File: src/rtl/lnk_pkg.sv
package lnk_pkg;

    typedef enum logic [3:0] {
        ST_IDLE,
        ST_MODE,
        ST_ROOT,
        ST_CTL2,
        ST_GEN,
        ST_LANE,
        ST_TRAIN,
        ST_WINMAP,
        ST_CHECK,
        ST_WAIT,
        ST_CMD_ON,
        ST_UP,
        ST_FAIL,
        ST_CMD_OFF,
        ST_TRAIN_OFF,
        ST_OFF
    } seq_state_t;

    localparam int unsigned REG_W      = 32;
    localparam int unsigned FLD_LO     = 24;
    localparam int unsigned FLD_W      = 6;
    localparam logic [5:0]  OPER_CODE  = 6'h10;
    localparam int unsigned MODE_BIT   = 0;
    localparam int unsigned GEN_LO     = 0;
    localparam int unsigned LANE_LO    = 3;
    localparam int unsigned TRAIN_BIT  = 6;
    localparam int unsigned WINMAP_BIT = 6;
    localparam logic [31:0] CTL2_BASE  = 32'h0000_0017;
    localparam logic [31:0] CMD_MASK   = 32'h0000_0007;

    localparam int unsigned IDX_MODE  = 0;
    localparam int unsigned IDX_CTRL0 = 1;
    localparam int unsigned IDX_CTRL2 = 2;
    localparam int unsigned IDX_CMD   = 3;
    localparam int unsigned NUM_MIRR  = 4;

endpackage

File: src/rtl/lnk_shadow_regs.sv
module lnk_shadow_regs #(
    parameter int unsigned ADDR_W = 12,
    parameter int unsigned N_REG  = 4,
    parameter int unsigned DATA_W = 32,
    parameter logic [N_REG-1:0][ADDR_W-1:0] ADDRS = '0
) (
    input  logic                          clk,
    input  logic                          rst_n,
    input  logic                          wr_en,
    input  logic [ADDR_W-1:0]             wr_addr,
    input  logic [DATA_W-1:0]             wr_data,
    output logic [N_REG-1:0][DATA_W-1:0]  mirror
);

    genvar gi;
    generate
        for (gi = 0; gi < N_REG; gi++) begin : g_mirr
            always_ff @(posedge clk) begin
                if (!rst_n) begin
                    mirror[gi] <= '0;
                end else if (wr_en && (wr_addr == ADDRS[gi])) begin
                    mirror[gi] <= wr_data;
                end
            end
        end
    endgenerate

endmodule

File: src/rtl/lnk_interval_timer.sv
module lnk_interval_timer #(
    parameter int unsigned LIMIT = 100000
) (
    input  logic clk,
    input  logic rst_n,
    input  logic run,
    output logic done
);

    localparam int unsigned CNT_W = $clog2(LIMIT + 1);

    logic [CNT_W-1:0] cnt;

    always_ff @(posedge clk) begin
        if (!rst_n || !run) begin
            cnt <= '0;
        end else if (!done) begin
            cnt <= cnt + 1'b1;
        end
    end

    assign done = run && (cnt == CNT_W'(LIMIT - 1));

    assert_interval_bound_R3: assert property (@(posedge clk) disable iff (!rst_n)
        cnt < CNT_W'(LIMIT))
        else $error("interval counter passed its limit");

    assert_interval_restart_R3: assert property (@(posedge clk) disable iff (!rst_n)
        $rose(run) |-> (cnt == '0))
        else $error("interval did not restart from zero");

endmodule

File: src/rtl/lnk_state_qualify.sv
module lnk_state_qualify #(
    parameter int unsigned DATA_W = 32,
    parameter int unsigned LO     = 24,
    parameter int unsigned W      = 6,
    parameter logic [W-1:0] THRESH = '0
) (
    input  logic [DATA_W-1:0] status,
    output logic [W-1:0]      code,
    output logic              reached
);

    localparam logic [DATA_W-1:0] FIELD_MASK = DATA_W'(((64'd1 << W) - 64'd1) << LO);

    logic unused_other_bits;

    assign code              = status[LO +: W];
    assign reached           = (code >= THRESH);
    assign unused_other_bits = ^(status & ~FIELD_MASK);

endmodule

File: src/rtl/lnk_bringup_seq.sv
module lnk_bringup_seq
    import lnk_pkg::*;
#(
    parameter int unsigned ADDR_W      = 12,
    parameter int unsigned WAIT_CYCLES = 100000,
    parameter int unsigned MAX_CHECKS  = 10,
    parameter logic [1:0]  GEN_CODE    = 2'd2,
    parameter logic [1:0]  LANE_CODE   = 2'd1,
    parameter int unsigned RC_BIT      = 2,
    parameter logic [ADDR_W-1:0] A_MODE  = 12'h080,
    parameter logic [ADDR_W-1:0] A_CTRL0 = 12'h040,
    parameter logic [ADDR_W-1:0] A_CTRL2 = 12'h048,
    parameter logic [ADDR_W-1:0] A_CMD   = 12'h004
) (
    input  logic              clk,
    input  logic              rst_n,
    input  logic [31:0]       link_status,
    input  logic              remove_req,
    output logic              wr_en,
    output logic [ADDR_W-1:0] wr_addr,
    output logic [31:0]       wr_data,
    output logic              link_up,
    output logic              link_fail
);

    localparam int unsigned TRY_W = $clog2(MAX_CHECKS + 1);
    localparam logic [31:0] GEN_MASK  = 32'h3 << GEN_LO;
    localparam logic [31:0] LANE_MASK = 32'h3 << LANE_LO;
    localparam logic [31:0] TRAIN_M   = 32'h1 << TRAIN_BIT;
    localparam logic [31:0] WIN_M     = 32'h1 << WINMAP_BIT;
    localparam logic [31:0] ROOT_M    = 32'h1 << RC_BIT;
    localparam logic [31:0] MODE_M    = 32'h1 << MODE_BIT;

    seq_state_t state, nxt;
    logic [TRY_W-1:0] tries;
    logic [NUM_MIRR-1:0][REG_W-1:0] mirror;
    logic [REG_W-1:0] mir_mode, mir_ctl0, mir_ctl2, mir_cmd;
    logic [FLD_W-1:0] st_code;
    logic             oper_reached;
    logic             wait_done;
    logic             last_try;

    lnk_shadow_regs #(
        .ADDR_W (ADDR_W),
        .N_REG  (NUM_MIRR),
        .DATA_W (REG_W),
        .ADDRS  ({A_CMD, A_CTRL2, A_CTRL0, A_MODE})
    ) u_shadow (
        .clk     (clk),
        .rst_n   (rst_n),
        .wr_en   (wr_en),
        .wr_addr (wr_addr),
        .wr_data (wr_data),
        .mirror  (mirror)
    );

    assign mir_mode = mirror[IDX_MODE];
    assign mir_ctl0 = mirror[IDX_CTRL0];
    assign mir_ctl2 = mirror[IDX_CTRL2];
    assign mir_cmd  = mirror[IDX_CMD];

    lnk_state_qualify #(
        .DATA_W (REG_W),
        .LO     (FLD_LO),
        .W      (FLD_W),
        .THRESH (OPER_CODE)
    ) u_qualify (
        .status  (link_status),
        .code    (st_code),
        .reached (oper_reached)
    );

    lnk_interval_timer #(
        .LIMIT (WAIT_CYCLES)
    ) u_timer (
        .clk   (clk),
        .rst_n (rst_n),
        .run   (state == ST_WAIT),
        .done  (wait_done)
    );

    assign last_try = (tries == TRY_W'(MAX_CHECKS - 1));

    // state register
    always_ff @(posedge clk) begin
        if (!rst_n) begin
            state <= ST_IDLE;
        end else begin
            state <= nxt;
        end
    end

    // poll counter
    always_ff @(posedge clk) begin
        if (!rst_n) begin
            tries <= '0;
        end else if (state == ST_CHECK && !oper_reached) begin
            tries <= tries + 1'b1;
        end
    end

    // transitions
    always_comb begin
        nxt = state;
        unique case (state)
            ST_IDLE:      nxt = ST_MODE;
            ST_MODE:      nxt = ST_ROOT;
            ST_ROOT:      nxt = ST_CTL2;
            ST_CTL2:      nxt = ST_GEN;
            ST_GEN:       nxt = ST_LANE;
            ST_LANE:      nxt = ST_TRAIN;
            ST_TRAIN:     nxt = ST_WINMAP;
            ST_WINMAP:    nxt = ST_CHECK;
            ST_CHECK: begin
                if (oper_reached)  nxt = ST_CMD_ON;
                else if (last_try) nxt = ST_FAIL;
                else               nxt = ST_WAIT;
            end
            ST_WAIT:      nxt = wait_done ? ST_CHECK : ST_WAIT;
            ST_CMD_ON:    nxt = ST_UP;
            ST_UP:        nxt = remove_req ? ST_CMD_OFF : ST_UP;
            ST_FAIL:      nxt = remove_req ? ST_CMD_OFF : ST_FAIL;
            ST_CMD_OFF:   nxt = ST_TRAIN_OFF;
            ST_TRAIN_OFF: nxt = ST_OFF;
            ST_OFF:       nxt = ST_OFF;
            default:      nxt = ST_IDLE;
        endcase
    end

    // outputs
    always_comb begin
        wr_en     = 1'b0;
        wr_addr   = '0;
        wr_data   = '0;
        link_up   = 1'b0;
        link_fail = 1'b0;
        unique case (state)
            ST_MODE: begin
                wr_en = 1'b1; wr_addr = A_MODE;  wr_data = mir_mode & ~MODE_M;
            end
            ST_ROOT: begin
                wr_en = 1'b1; wr_addr = A_CTRL0; wr_data = mir_ctl0 | ROOT_M;
            end
            ST_CTL2: begin
                wr_en = 1'b1; wr_addr = A_CTRL2; wr_data = CTL2_BASE;
            end
            ST_GEN: begin
                wr_en = 1'b1; wr_addr = A_CTRL0;
                wr_data = (mir_ctl0 & ~GEN_MASK) | (32'(GEN_CODE) << GEN_LO);
            end
            ST_LANE: begin
                wr_en = 1'b1; wr_addr = A_CTRL0;
                wr_data = (mir_ctl0 & ~LANE_MASK) | (32'(LANE_CODE) << LANE_LO);
            end
            ST_TRAIN: begin
                wr_en = 1'b1; wr_addr = A_CTRL0; wr_data = mir_ctl0 | TRAIN_M;
            end
            ST_WINMAP: begin
                wr_en = 1'b1; wr_addr = A_CTRL2; wr_data = mir_ctl2 | WIN_M;
            end
            ST_CMD_ON: begin
                wr_en = 1'b1; wr_addr = A_CMD;   wr_data = mir_cmd | CMD_MASK;
            end
            ST_UP:   link_up   = 1'b1;
            ST_FAIL: link_fail = 1'b1;
            ST_CMD_OFF: begin
                wr_en = 1'b1; wr_addr = A_CMD;   wr_data = mir_cmd & ~CMD_MASK;
            end
            ST_TRAIN_OFF: begin
                wr_en = 1'b1; wr_addr = A_CTRL0; wr_data = mir_ctl0 & ~TRAIN_M;
            end
            ST_IDLE, ST_CHECK, ST_WAIT, ST_OFF: ;
            default: ;
        endcase
    end

    assert_flags_exclusive_R10: assert property (@(posedge clk) disable iff (!rst_n)
        !(link_up && link_fail))
        else $error("link_up and link_fail together");

    assert_cmd_needs_training_R10: assert property (@(posedge clk) disable iff (!rst_n)
        ((mir_cmd & CMD_MASK) != '0) |-> mir_ctl0[TRAIN_BIT])
        else $error("command enables set without training enabled");

    assert_up_after_cmd_R4: assert property (@(posedge clk) disable iff (!rst_n)
        $rose(link_up) |-> $past(wr_en && (wr_addr == A_CMD) && ((wr_data & CMD_MASK) == CMD_MASK)))
        else $error("link_up without preceding command enable write");

    assert_fail_on_budget_R5: assert property (@(posedge clk) disable iff (!rst_n)
        $rose(link_fail) |-> ($past(tries) == TRY_W'(MAX_CHECKS - 1)))
        else $error("link_fail before the poll budget was spent");

    assert_teardown_order_R7: assert property (@(posedge clk) disable iff (!rst_n)
        (wr_en && (wr_addr == A_CTRL0) && mir_ctl0[TRAIN_BIT] && !wr_data[TRAIN_BIT])
            |-> ((mir_cmd & CMD_MASK) == '0))
        else $error("training disabled before command enables cleared");

endmodule

File: config.mk
export PLATFORM = sky130hd
export DESIGN_NAME = lnk_bringup_seq
export DESIGN_NICKNAME = d
export VERILOG_FILES = /design/src/rtl/lnk_pkg.sv /design/src/rtl/lnk_shadow_regs.sv /design/src/rtl/lnk_interval_timer.sv /design/src/rtl/lnk_state_qualify.sv /design/src/rtl/lnk_bringup_seq.sv
export SDC_FILE = /design/constraint.sdc
export NUM_CORES = 1
export LEC_CHECK = 0
export BUFFER_PORTS_ARGS = -buffer_cell sky130_fd_sc_hd__buf_2
export CAP_MARGIN = 40
export CORE_MARGIN = 1.5
export CORE_UTILIZATION = 55
export CTS_CLUSTER_DIAMETER = 30
export DETAILED_ROUTE_END_ITERATION = 8
export GPL_TIMING_DRIVEN = 0
export PLACE_DENSITY_LB_ADDON = 0.15
export SLEW_MARGIN = 40
export SYNTH_ARGS = -nofsm -noshare
export SYNTH_HDL_FRONTEND = slang
export SYNTH_HIERARCHICAL = 1
export SYNTH_SLANG_ARGS = --single-unit
File: constraint.sdc
create_clock -name clk -period 6.2 [get_ports clk]
set_input_delay 0.31 -clock clk [delete_from_list [all_inputs] [get_ports clk]]
set_output_delay 0.31 -clock clk [all_outputs]
set_load 0.005 [all_outputs]
---- Word level (Yosys, flattened, before mapping) ----
Index checks and enable logic that the tools add are counted.
word-level totals
  register bits ........................... 153
  bits in latches ......................... 0
  bits in writable memories ............... 0
  bits in read-only memories .............. 0
  input bits .............................. 35
  output and inout bits ................... 47
  memories kept ........................... 0
cells by class
  add/sub/neg operators ................... 2
  multiply operators ...................... 0
  div/mod/pow operators ................... 0
  order comparisons ....................... 1
  equal/unequal tests ..................... 21
  shifts and indexed selects .............. 0
  muxes and demuxes ....................... 11
  bitwise gates (word level) .............. 0
  reduce and logical (&&, ||, !) cells .... 16
operators with widths
  operator               number
  $pmux 32 s10           1
  $pmux 4 s15            1
  $eq 4x4->1 const B     9
  $pmux 8 s4             1
  $add 17x1->17 const B  1
  $eq 17x17->1 const B   1
  $eq 4x3->1 const B     4
  $eq 8x7->1 const B     2
  $reduce_or 10->1       1
  $mux 3                 3
  $eq 4x2->1 const B     2
  $eq 8x3->1 const B     1
  $eq 8x8->1 const B     1
  $ge 6x5->1 const B     1
  $logic_and 1x1->1      6
  $reduce_or 2->1        3
  $mux 1                 5
  $reduce_or 5->1        1
  $add 4x1->4 const B    1
  $eq 4x1->1 const B     1
  $logic_not 4->1        1
  $logic_not 1->1        3
  $logic_or 1x1->1       1

---- Longest topological paths before layout ----
  word-level depth ........................ 5
  depth in mapped cells ................... 10
  depth with buffers taken out ............ 9

---- Cells and area by module ----
Netlist, hierarchy kept.
modules (own cells, without submodules)
  module              times used  cells an instance  area each (µm²)  sequential area each (µm²)
  lnk_shadow_regs     1           457                4779.6           2562.5
  lnk_bringup_seq     1           259                1785.5           160.2
  lnk_interval_timer  1           94                 852.1            340.3
  lnk_state_qualify   1           7                  51.3             0.0

---- Worst setup path before layout ----
OpenSTA, ideal clock, no wires.
  path kind ............................... register to register
  from .................................... register state[1]
  to ...................................... register u_shadow/mirror[65] (netlist name)
  library setup time ...................... 120 ps
  arrival time ............................ 1971 ps
  required time ........................... 6080 ps
  slack ................................... 4108 ps
  cell stages (with the launch flop) ...... 10
  path buffers ............................ 3
  clock period less this slack ............ 2092 ps
  cell sequence ........................... dfxtp_1 buf_4 buf_2 nor2_1 o21ai_0 nand3_1 nor4bb_1 nand4_2 buf_6 mux2i_1
between the ends
  elaborated cells between the ends (all ways) .. 19
  classes of those cells .................. eq/ne (11); mux (3); reduce/logical (5)
RTL lines
  what                                line                    RTL
  from (decl)                         lnk_bringup_seq.sv:34   seq_state_t state, nxt;
  from (signal assigned)              lnk_bringup_seq.sv:89   state <= nxt;
  $eq 4x4->1 (tied with other cells)  lnk_bringup_seq.sv:137  unique case (state)
  $reduce_or 10->1 (no line) (*)      n/a
  $mux 1 (*)                          lnk_bringup_seq.sv:137
  net wr_en                           lnk_bringup_seq.sv:19   output logic wr_en,
  $logic_and 1x1->1 (*)               lnk_shadow_regs.sv:21   end else if (wr_en && (wr_addr == ADDRS[gi])) begin
  to (signal, indexed assignment)     lnk_shadow_regs.sv:22   mirror[gi] <= wr_data;
  to (decl)                           lnk_shadow_regs.sv:12   output logic [N_REG-1:0][DATA_W-1:0] mirror
The timed path passes the listed nets; every way through them passes the cells marked *.
A chain may end at the register's enable or synchronous reset.

---- Worst setup path after layout ----
  from .................................... register state[3]
  to ...................................... output wr_data[8]
between the ends
  longest elaborated chain between the ends .. 2
  elaborated cells between the ends (all ways) .. 11
  classes of those cells .................. eq/ne (10); mux (1)
ends and longest elaborated chain
  what                                line                    RTL
  $eq 4x4->1 (tied with other cells)  lnk_bringup_seq.sv:137
  $pmux 32 s10 (*)                    lnk_bringup_seq.sv:137
  to (decl)                           lnk_bringup_seq.sv:21   output logic [31:0] wr_data,
Mark *: on every way between the ends. The rest lies on a longest branch, timed or not.

==> results.py <==
metrics = {
    "outcome": {
        "status": "finished clean",
    },
    "cells_and_area": {
        "diodes": 0,
        "area_delta_synth_final_pct": 16.1,
        "fillers": 1076,
        "nets": 913,
        "final_layout_size_suffix_gt1_share_pct": 15.3,
    },
    "critical_path": {
        "required_ns": 5.89,
        "rr_startpoint": "state[1]",
        "crit_cells": 7,
        "max_stage_delay_ns": 0.66,
        "ff2ff_setup_slack_ns": 3.49,
        "rr_worst_depth": 9,
        "worstPathCellList": "buf_4 -> inv_1 -> nand2_1 -> clkbuf_1 -> nor2_1 -> a221o_1 -> buf_2",
        "path_class": "reg -> out",
        "r2r-end": "u_shadow/mirror[26]",
        "cp-start-kind": "register",
        "arrival_ns": 2.46,
        "cpMaxStageDelayCell": "clkbuf_1",
        "path_buf_inv": 4,
        "cp_max_fo": 10,
        "endpoint_kind": "output port",
        "critPathTopFamily": "buffers and inverters",
    },
    "timing": {
        "setup_ws_ns": 3.43,
        "grt_setup_unrepaired": "false",
        "max_freq_mhz": 361,
        "finalHoldViolCount": 0,
        "worst_pin_slew_ns": 0.854,
        "fin_tns_setup_ns": 0,
        "worst_clock_skew_ns": 0.00716,
        "whs_ns": 0.235,
        "fin_crit_sh_pct": 44.7,
        "finalCriticalPeriod_ns": 2.77,
        "drv_slew": 0,
        "setup_viol": 0,
        "max-slew-margin-rel_pct": 43.1,
    },
    "global_route": {
        "antenna_found_initial": 0,
        "grt_pass1_vias": 6297,
        "met3_usage_pct": 7.46,
        "grt-busiest-layer": "met2",
        "use_met1_pct": 37.7,
        "grt_pass1_wl_um": 32900,
        "track_usage_pct": 30.5,
        "met2_usage_pct": 49.0,
        "grt_max_degree": 17,
        "grt_overflow": 0,
    },
    "die": {
        "die_x_um": 118,
        "io_pins": 82,
        "coreArea_um2": 12700,
        "rows": 41,
        "initial_utilization_pct": 57.0,
        "die-height_um": 118,
        "dieArea_um2": 13900,
    },
    "power_and_ir_drop": {
        "p_int_w": 0.00173,
        "clockPowerShare_pct": 53.3,
        "switching_share_pct": 22.1,
        "comb_power_share_pct": 3.8,
        "power_frac_seq_pct": 42.9,
        "power.density_nw_per_um2": 264,
        "max-vdd-ir-drop_mv": 0.244,
        "netSwitchingPower_w": 0.000492,
        "p_leak_nw": 3.91,
    },
    "clock_tree": {
        "cts_tree": "done",
        "cts.sinks": 148,
        "cts_htree_levels": 4,
        "cts_buffers": 17,
        "path_clk_slew_ns": 0.06,
        "cts_root_buf": "clkbuf_16",
        "post_cts_buffers": 0,
        "clock_path_buffers": 2,
        "clk_latency_ns": 0.43,
        "cts_resized": 0,
        "ctsHoldBuffers": 0,
    },
    "worst_hold_path": {
        "hold_end": "tries[1]",
        "hold_class": "in -> reg",
        "min_path_cells": 2,
        "min-delay-start": "rst_n",
    },
    "drt": {
        "drtIter0Drc": 726,
        "wl_per_cell_um": 19.8,
        "drt-vias-per-instance": 6.12,
        "drc": 0,
        "drt.antenna.violating_nets": 0,
        "dr.pass1.iters": 5,
        "drt_wl_total_um": 21000,
        "vias": 6488,
    },
    "place": {
        "hpwlAfterDp_um": 13900,
        "portBuffers": 43,
        "pre_cts_ws_ns": 3.60,
        "gp_congestion": 0.841,
    },
    "synthesis": {
        "syn_area_um2": 7250,
        "synth_warnings": 6,
        "syn_avg_cell_area_um2": 9.11,
        "syn_inst": 796,
    },
    "job": {
        "maxCapViolCount": 0,
    },
}
-- worst register-to-register path: stages, from the launching register on --
cell and delay (ns):
dfxtp_1 0.42, buf_4 0.23, buf_2 0.21, nor2_1 0.24
o21ai_0 0.11, nand3_1 0.17, nor4b_4 0.38, nand4_2 0.36
buf_6 0.28, mux2i_1 0.21
-- routing by layer --
metal | vias up | part of all wire (%)
met4 | 0 | 3.7
met2 | 319 | 47
li1 | 2971 | -
met3 | 68 | 8.2
met1 | 3130 | 41
met5 | - | 0
-- power by group through the flow --
stage / clock network, W / logic (W) / registers, W
after floorplan: 0 / 0.0000494 / 0.000974
after global placement: 0 / 0.0000789 / 0.000975
after detailed placement: 0 / 0.0000798 / 0.000975
after CTS: 0.00119 / 0.0000800 / 0.000954
after global routing: 0.00123 / 0.0000878 / 0.000954
final: 0.00118 / 0.0000835 / 0.000954
-- registers in the layout (all words and copies together), names as in the netlist --
signal / flops
u_shadow/mirror: 123
u_timer/cnt: 17
state: 4
tries: 4
-- worst max path at each step --
stage	startpoint	endpoint	slack (ns)
2_1_floorplan	state[1]	u_shadow/mirror[75]	4.11
6_report	state[3]	wr_data[8]	3.43
3_5_place_dp	state[1]	u_shadow/mirror[10]	3.60
5_1_grt	state[3]	wr_data[8]	3.30
3_3_place_gp	state[1]	u_shadow/mirror[8]	3.62
4_1_cts	state[3]	wr_data[10]	3.46
-- cell type report --
cell class              instances  area, µm²  share of cell area, %
multi-input cells             589       3890                   46.2
clock inverters                15        251                   2.98
inverters                       6       22.5                  0.267
repair buffers                 43        215                   2.55
flip-flops and latches        148       2960                   35.2
plain buffers                  70        440                   5.23
well taps                     172        215                   2.55
clock buffers                  17        425                   5.05
-- cells in the final DEF, fill, tap and decap left out, types with 4 or more instances in the layout --
master	count
a21oi_1	27
a221o_1	28
a22oi_1	10
a32o_1	16
and4_1	6
buf_2	56
buf_4	13
buf_6	15
bufinv_16	6
clkbuf_1	27
clkbuf_16	17
conb_1	18
dfxtp_1	148
inv_1	6
mux2i_1	125
nand2_1	193
nand2b_1	6
nand3_1	27
nand4_1	8
nand4_2	4
nor2_1	27
nor3_1	6
nor3b_1	5
o21ai_0	14
xor2_1	10
-- stage by stage --
stage	total power (W)	instances	instance area [µm²]	utilization [%]
CTS	0.00223	1060	8430	66.2
floorplan	0.00102	813	7320	-
global placement	0.00105	1028	7750	60.9
global route	0.00227	1060	8430	66.2
finish	0.00222	1060	8430	66.2
detailed placement	0.00105	1028	7750	60.9
No activity file was read; power rests on OpenSTA's default activity.
